===== config.mk =====
export PLATFORM = sky130hd
export DESIGN_NAME = cdma_req_ctrl
export DESIGN_NICKNAME = d
export VERILOG_FILES = /design/src/rtl/cdma_pkg.sv /design/src/rtl/cdma_fifo.sv /design/src/rtl/cdma_fetch_lim.sv /design/src/rtl/cdma_seq.sv /design/src/rtl/cdma_req_gen.sv /design/src/rtl/cdma_req_ctrl.sv
export SDC_FILE = /design/constraint.sdc
export NUM_CORES = 1
export LEC_CHECK = 0
export ABC_AREA = 1
export BUFFER_PORTS_ARGS = -buffer_cell sky130_fd_sc_hd__buf_2
export CORE_UTILIZATION = 30
export CTS_CLUSTER_DIAMETER = 100
export DETAILED_ROUTE_END_ITERATION = 8
export SLEW_MARGIN = 5
export SYNTH_ARGS = -nofsm -noshare
export SYNTH_HDL_FRONTEND = slang
export SYNTH_SLANG_ARGS = --single-unit

===== constraint.sdc =====
create_clock -name clk -period 4.5 [get_ports clk]
set_input_delay 0.9 -clock clk [delete_from_list [all_inputs] [get_ports clk]]
set_output_delay 0.9 -clock clk [all_outputs]
set_load 0.01 [all_outputs]

===== src/rtl/cdma_pkg.sv =====
package cdma_pkg;
  typedef enum logic [1:0] {
    ST_IDLE  = 2'd0,
    ST_XFER  = 2'd1,
    ST_DRAIN = 2'd2
  } cdma_state_e;

  localparam int DONE_BIT = 3;
endpackage


===== src/rtl/cdma_fifo.sv =====
module cdma_fifo #(
  parameter int DW    = 32,
  parameter int DEPTH = 16
) (
  input  logic                       clk,
  input  logic                       rst_n,
  input  logic                       flush,
  input  logic                       push,
  input  logic [DW-1:0]              push_data,
  input  logic                       pop,
  output logic [DW-1:0]              pop_data,
  output logic [$clog2(DEPTH):0]     level,
  output logic                       full,
  output logic                       empty
);
  localparam int AW = $clog2(DEPTH);
  localparam int LW = AW + 1;

  logic [DW-1:0] store [DEPTH];
  logic [AW-1:0] wr_ptr, rd_ptr;
  logic          do_push, do_pop;

  assign full     = (level == LW'(DEPTH));
  assign empty    = (level == '0);
  assign do_push  = push && !full && !flush;
  assign do_pop   = pop && !empty && !flush;
  assign pop_data = store[rd_ptr];

  function automatic logic [AW-1:0] bump(input logic [AW-1:0] p);
    return (p == AW'(DEPTH - 1)) ? '0 : p + 1'b1;
  endfunction

  always_ff @(posedge clk) begin
    if (do_push) store[wr_ptr] <= push_data;
  end

  always_ff @(posedge clk or negedge rst_n) begin
    if (!rst_n) begin
      wr_ptr <= '0;
      rd_ptr <= '0;
      level  <= '0;
    end else if (flush) begin
      wr_ptr <= '0;
      rd_ptr <= '0;
      level  <= '0;
    end else begin
      if (do_push) wr_ptr <= bump(wr_ptr);
      if (do_pop)  rd_ptr <= bump(rd_ptr);
      case ({do_push, do_pop})
        2'b10:   level <= level + 1'b1;
        2'b01:   level <= level - 1'b1;
        default: level <= level;
      endcase
    end
  end
endmodule


===== src/rtl/cdma_fetch_lim.sv =====
module cdma_fetch_lim #(
  parameter int BCW = 16
) (
  input  logic           clk,
  input  logic           rst_n,
  input  logic           load,
  input  logic [BCW-1:0] byte_cnt,
  input  logic           take,
  output logic           open
);
  localparam int WCW = BCW - 1;

  logic [BCW:0]   padded;
  logic [WCW-1:0] target, taken;
  logic           open_ended;

  assign padded = {1'b0, byte_cnt} + (BCW + 1)'(3);
  assign open   = open_ended || (taken < target);

  always_ff @(posedge clk or negedge rst_n) begin
    if (!rst_n) begin
      target     <= '0;
      taken      <= '0;
      open_ended <= 1'b0;
    end else if (load) begin
      target     <= padded[BCW:2];
      taken      <= '0;
      open_ended <= (byte_cnt == '0);
    end else if (take && !open_ended) begin
      taken <= taken + 1'b1;
    end
  end
endmodule


===== src/rtl/cdma_seq.sv =====
module cdma_seq
  import cdma_pkg::*;
(
  input  logic        clk,
  input  logic        rst_n,
  input  logic        cmd_fire,
  input  logic        cmd_wr,
  input  logic        cmd_use_dma,
  input  logic        card_done,
  input  logic        fifo_empty,
  input  logic        clr_hit,
  output cdma_state_e state,
  output logic        dir_wr,
  output logic        use_dma,
  output logic        dto,
  output logic        flush_wr
);
  logic end_xfer, dto_set;

  assign end_xfer = (state == ST_XFER) && card_done;
  assign flush_wr = end_xfer && dir_wr;
  assign dto_set  = (end_xfer && (dir_wr || !use_dma)) ||
                    ((state == ST_DRAIN) && fifo_empty);

  always_ff @(posedge clk or negedge rst_n) begin
    if (!rst_n) begin
      state   <= ST_IDLE;
      dir_wr  <= 1'b0;
      use_dma <= 1'b0;
      dto     <= 1'b0;
    end else begin
      case (state)
        ST_IDLE: if (cmd_fire) begin
          state   <= ST_XFER;
          dir_wr  <= cmd_wr;
          use_dma <= cmd_use_dma;
        end
        ST_XFER: if (card_done)
          state <= (!dir_wr && use_dma) ? ST_DRAIN : ST_IDLE;
        ST_DRAIN: if (fifo_empty) state <= ST_IDLE;
        default: state <= ST_IDLE;
      endcase
      if (dto_set)      dto <= 1'b1;
      else if (clr_hit) dto <= 1'b0;
    end
  end
endmodule


===== src/rtl/cdma_req_gen.sv =====
module cdma_req_gen
  import cdma_pkg::*;
#(
  parameter int DEPTH = 16,
  parameter int TX_WM = 8,
  parameter int RX_WM = 8
) (
  input  cdma_state_e              state,
  input  logic                     dir_wr,
  input  logic                     use_dma,
  input  logic                     fetch_open,
  input  logic [$clog2(DEPTH):0]   level,
  output logic                     dma_req
);
  localparam int LW = $clog2(DEPTH) + 1;

  logic [LW-1:0] free_words;
  logic          wr_want, rd_want;

  assign free_words = LW'(DEPTH) - level;
  assign wr_want = (state == ST_XFER) && dir_wr && fetch_open &&
                   (free_words >= LW'(TX_WM));
  assign rd_want = !dir_wr && (state != ST_IDLE) &&
                   ((level >= LW'(RX_WM)) || ((state == ST_DRAIN) && (level != '0)));
  assign dma_req = use_dma && (wr_want || rd_want);
endmodule


===== src/rtl/cdma_req_ctrl.sv =====
module cdma_req_ctrl
  import cdma_pkg::*;
#(
  parameter int DW    = 32,
  parameter int DEPTH = 16,
  parameter int BCW   = 16,
  parameter int TX_WM = 8,
  parameter int RX_WM = 8
) (
  input  logic           clk,
  input  logic           rst_n,
  input  logic           cmd_valid,
  output logic           cmd_ready,
  input  logic           cmd_write,
  input  logic           cmd_dma,
  input  logic [BCW-1:0] cmd_bytes,
  input  logic           card_done,
  input  logic           mem_in_valid,
  output logic           mem_in_ready,
  input  logic [DW-1:0]  mem_in_data,
  output logic           card_out_valid,
  input  logic           card_out_ready,
  output logic [DW-1:0]  card_out_data,
  input  logic           card_in_valid,
  output logic           card_in_ready,
  input  logic [DW-1:0]  card_in_data,
  output logic           mem_out_valid,
  input  logic           mem_out_ready,
  output logic [DW-1:0]  mem_out_data,
  output logic           dma_req,
  input  logic           clr_we,
  input  logic [31:0]    clr_wdata,
  output logic [31:0]    sts_word
);
  localparam int LW = $clog2(DEPTH) + 1;

  cdma_state_e   state;
  logic          dir_wr, use_dma, dto, flush_wr;
  logic          cmd_fire, fetch_open, clr_hit;
  logic          fifo_full, fifo_empty, fifo_push, fifo_pop;
  logic [LW-1:0] level;
  logic [DW-1:0] fifo_out;
  logic          in_xfer;

  assign in_xfer   = (state == ST_XFER);
  assign cmd_ready = (state == ST_IDLE);
  assign cmd_fire  = cmd_valid && cmd_ready;
  assign clr_hit   = clr_we && clr_wdata[DONE_BIT];

  assign mem_in_ready   = in_xfer && dir_wr && !fifo_full && fetch_open;
  assign card_out_valid = in_xfer && dir_wr && !fifo_empty;
  assign card_in_ready  = in_xfer && !dir_wr && !fifo_full;
  assign mem_out_valid  = !dir_wr && !fifo_empty;
  assign card_out_data  = fifo_out;
  assign mem_out_data   = fifo_out;

  assign fifo_push = dir_wr ? (mem_in_valid && mem_in_ready)
                            : (card_in_valid && card_in_ready);
  assign fifo_pop  = dir_wr ? (card_out_valid && card_out_ready)
                            : (mem_out_valid && mem_out_ready);

  always_comb begin
    sts_word           = '0;
    sts_word[DONE_BIT] = dto;
  end

  cdma_seq u_seq (
    .clk         (clk),
    .rst_n       (rst_n),
    .cmd_fire    (cmd_fire),
    .cmd_wr      (cmd_write),
    .cmd_use_dma (cmd_dma),
    .card_done   (card_done),
    .fifo_empty  (fifo_empty),
    .clr_hit     (clr_hit),
    .state       (state),
    .dir_wr      (dir_wr),
    .use_dma     (use_dma),
    .dto         (dto),
    .flush_wr    (flush_wr)
  );

  cdma_fifo #(.DW(DW), .DEPTH(DEPTH)) u_fifo (
    .clk       (clk),
    .rst_n     (rst_n),
    .flush     (cmd_fire || flush_wr),
    .push      (fifo_push),
    .push_data (dir_wr ? mem_in_data : card_in_data),
    .pop       (fifo_pop),
    .pop_data  (fifo_out),
    .level     (level),
    .full      (fifo_full),
    .empty     (fifo_empty)
  );

  cdma_fetch_lim #(.BCW(BCW)) u_fetch (
    .clk      (clk),
    .rst_n    (rst_n),
    .load     (cmd_fire),
    .byte_cnt (cmd_bytes),
    .take     (mem_in_valid && mem_in_ready),
    .open     (fetch_open)
  );

  cdma_req_gen #(.DEPTH(DEPTH), .TX_WM(TX_WM), .RX_WM(RX_WM)) u_req (
    .state      (state),
    .dir_wr     (dir_wr),
    .use_dma    (use_dma),
    .fetch_open (fetch_open),
    .level      (level),
    .dma_req    (dma_req)
  );
endmodule


==> impl_metrics.csv <==
group,metric,value,unit
job,maxCapViolCount,0,
floorplanning,ios,225,
power,peakVddDrop,588.4,uV
timing,period_needed,3.959,ns
synth,ys_types,44,
cts,clock_path_buffers,3,
timing,finalHoldViolations,0,
floorplanning,initial_core_util,0.3031,
synth,synth_edf_count,512,
critical_path,cpMaxStageDelayCell,"buf_4",
cts,clock_latency,0.63,ns
critical_path,cp-start-kind,"flop",
detailed_routing,ant_nets,0,
timing,fin_skew,0.03529,ns
cells_and_area,post_route_cells_drive_above_1_share,0.1509,
placed_design,io_buffers,162,
synth,synth_cells,2027,
critical_path,required,3.60,ns
timing,clock.fmax,0.2526,GHz
detailed_routing,detail_route.wl_per_cell,19.49,um
cells_and_area,final_nets,2295,
global_routing,grt_overflow,0,
global_routing,grt_pass1_vias,15640,
synth,ys_warn_count,0,
critical_path,arrival,3.06,ns
synth,yosysTopAreaCellShare,0.6420,
cts,cts_tree,"built",
critical_path,path_cells,"buf_4, nand2_2, buf_4, inv_1, buf_4, nand3_1, nand4_1, nand2_1, buf_2",
global_routing,grt.total_usage,0.1529,
cts,cts_sinks,561,
power,powerDensity,588.9,nW/um^2
floorplanning,core,79000,um^2
floorplanning,rows,103,
floorplanning,die_x,284.5,um
placed_design,finalWeightedCongestion,0.8165,
synth,yosysMostFrequentCell,"edfxtp_1",
cells_and_area,diodes,0,
cells_and_area,post-route-util,0.3488,
cts,numCtsBuffers,57,
global_routing,antenna_found_initial,0,
floorplanning,die-area,80960,um^2
timing,fin_setup_tns,0,ns
timing,setup_viol,0,
floorplanning,fp.dieH,284.5,um
synth,ys.flop_type,"edfxtp_1",
timing,tightest_slew,1.164,ns
critical_path,critPathMaxFanout,39,
synth,synth_top_area_cell,"edfxtp_1",
synth,yosysSeqAreaShare,0.6932,
timing,period_share,0.8799,
detailed_routing,post-route-drc-count,0,
synth,synth_area_per_cell,11.81,um^2
critical_path,endpoint_kind,"output port",
critical_path,crit_top_cell,"buf_4",
cts,cts_hold_buf,0,
cts,cts_setup_buffers,0,
global_routing,grt_pass1_wl,94190,um
cts,htree_levels,2,
critical_path,critPathKind,"flop to output port",
cts,postCtsResizedCells,0,
power,p_leak,10.06,nW
placed_design,dpl.hpwl,34370,um
synth,synthesis.area,23950,um^2
critical_path,slowest_delay,0.46,ns
synth,synth_area_leaders,"edfxtp_1, nand2_1, dfrtp_1, o21ai_0, nor2_1",
timing,grt_setup_unrepaired,"false",
cts,clock-root-buffer,"clkbuf_16",
cells_and_area,area_growth,15.06,%
detailed_routing,num_vias,16100,
global_routing,grt_max_degree,88,
synth,async_flop_share,0.08734,
synth,yosys_register_bits,561,
synth,synth_commonest_cells,"edfxtp_1, nand2_1, nor2_1",
detailed_routing,firstDrtPassIters,7,
detailed_routing,drt_iter0_markers,1478,
run_status,outcome,"complete, no violations",
min_path,hold_path.class,"input port to async pin",
detailed_routing,drt_wl_total,63220,um
cts,path_clk_slew,0.06,ns
timing,relSlewSlack,0.2229,
timing,maxSlewViolCount,0,
detailed_routing,vias_per_cell,4.963,
[cell type report]
type | count | area, um^2
Clock inverter | 37 | 367.9
Clock buffer | 70 | 1496
Tap cell | 1050 | 1314
Sequential cell | 561 | 16610
Timing Repair Buffer | 204 | 1201
Multi-Input combinational cell | 1243 | 6267
Fill cell | 7589 | 51450
Inverter | 78 | 297.8
[cell families after synthesis]
family / Yosys count / share of synthesized area
xor gates and xnor gates: 23 / 0.008412
DFF: 561 / 0.6932
adders and majority gates: 27 / 0.01442
other: 1 / 0.0001566
and+or+nand+nor: 761 / 0.1317
AOI/OAI and AO/OA: 401 / 0.09713
buffers and inverters: 253 / 0.05497
[placed cells by master, fill, tap and decap left out, types with 2 or more instances in the layout]
master,n
o22ai_1,46
nor2_2,2
o21ai_0,168
clkinvlp_4,3
buf_4,36
inv_1,68
bufinv_16,5
clkinv_2,11
nand3b_1,2
xor2_1,19
nand4_1,40
ha_1,26
buf_2,162
buf_12,6
nor4_1,3
clkbuf_1,12
nor2_4,18
a221oi_1,39
clkinv_1,13
edfxtp_1,512
dfrtp_2,4
inv_6,4
clkbuf_16,58
o221ai_1,25
nand2_1,432
a21oi_1,84
dfrtp_1,44
nand3_1,82
clkinv_16,2
xnor2_1,4
nor3_1,8
nor2_1,164
conb_1,31
o21ai_1,32
nand2_2,5
inv_2,8
[metal layers]
| metal | up-vias | wire length [um] | GRT usage |
|---|---|---|---|
| met1 | 7995 | 27630 | 0.2058 |
| met4 | 0 | 1143 | 0.03952 |
| met3 | 88 | 3861 | 0.02047 |
| met5 | - | 0 | 0 |
| met2 | 592 | 30580 | 0.2588 |
| li1 | 7421 | - | - |
[worst max-delay path, delay by kind of cell, from the launching register on]
kind          cells  cell delay, ns
buf+inv           5            1.45
simple gates      4            0.61
flops             1            0.37
[final timing paths]
path	start	to	slack, ns	cells past startpoint
setup / recovery	u_fifo.rd_ptr[1]	card_out_data[18]	0.54	9
hold / removal	rst_n	u_seq.dto	0.37	1
hold reg to reg	u_fetch.target[14]	u_fetch.target[14]	0.49	2
max in group asynchronous	rst_n	u_fifo.rd_ptr[0]	3.33	2
min in group clk	u_fetch.target[14]	u_fetch.target[14]	0.49	2
setup reg to reg	u_fetch.taken[2]	u_fifo.store[8][24]	1.09	13
[metrics by stage]
step / instances / total power, mW / worst slack, ns / cell area [um^2] / hold WS [ns]
after floorplan: 2057 / 10.15 / 1.151 / 24060 / 0.4495
after global placement: 3136 / 11.52 / 1.103 / 25690 / 0.4751
after detailed placement: 3136 / 11.72 / 1.082 / 25690 / 0.4801
after CTS: 3243 / 16.37 / 0.5124 / 27550 / 0.3839
after global routing: 3243 / 17.10 / 0.3773 / 27550 / 0.4223
final: 3243 / 16.23 / 0.5405 / 27550 / 0.3702
[flip-flops by register name, indices dropped and copies added (netlist names), 2 cells and up]
name	flops
u_fifo.level	5
u_fetch.target	15
u_seq.state	2
u_fifo.wr_ptr	4
u_fetch.taken	15
u_fifo.store	512
u_fifo.rd_ptr	4
[power breakdown]
part / leakage, nW / internal [mW] / total (mW) / switching (mW)
clock network: 0.902 / 2.67 / 4.67 / 2.00
logic: 3.89 / 1.30 / 4.75 / 3.45
registers: 5.27 / 6.63 / 6.80 / 0.170
(Power assumes the default switching activity.)
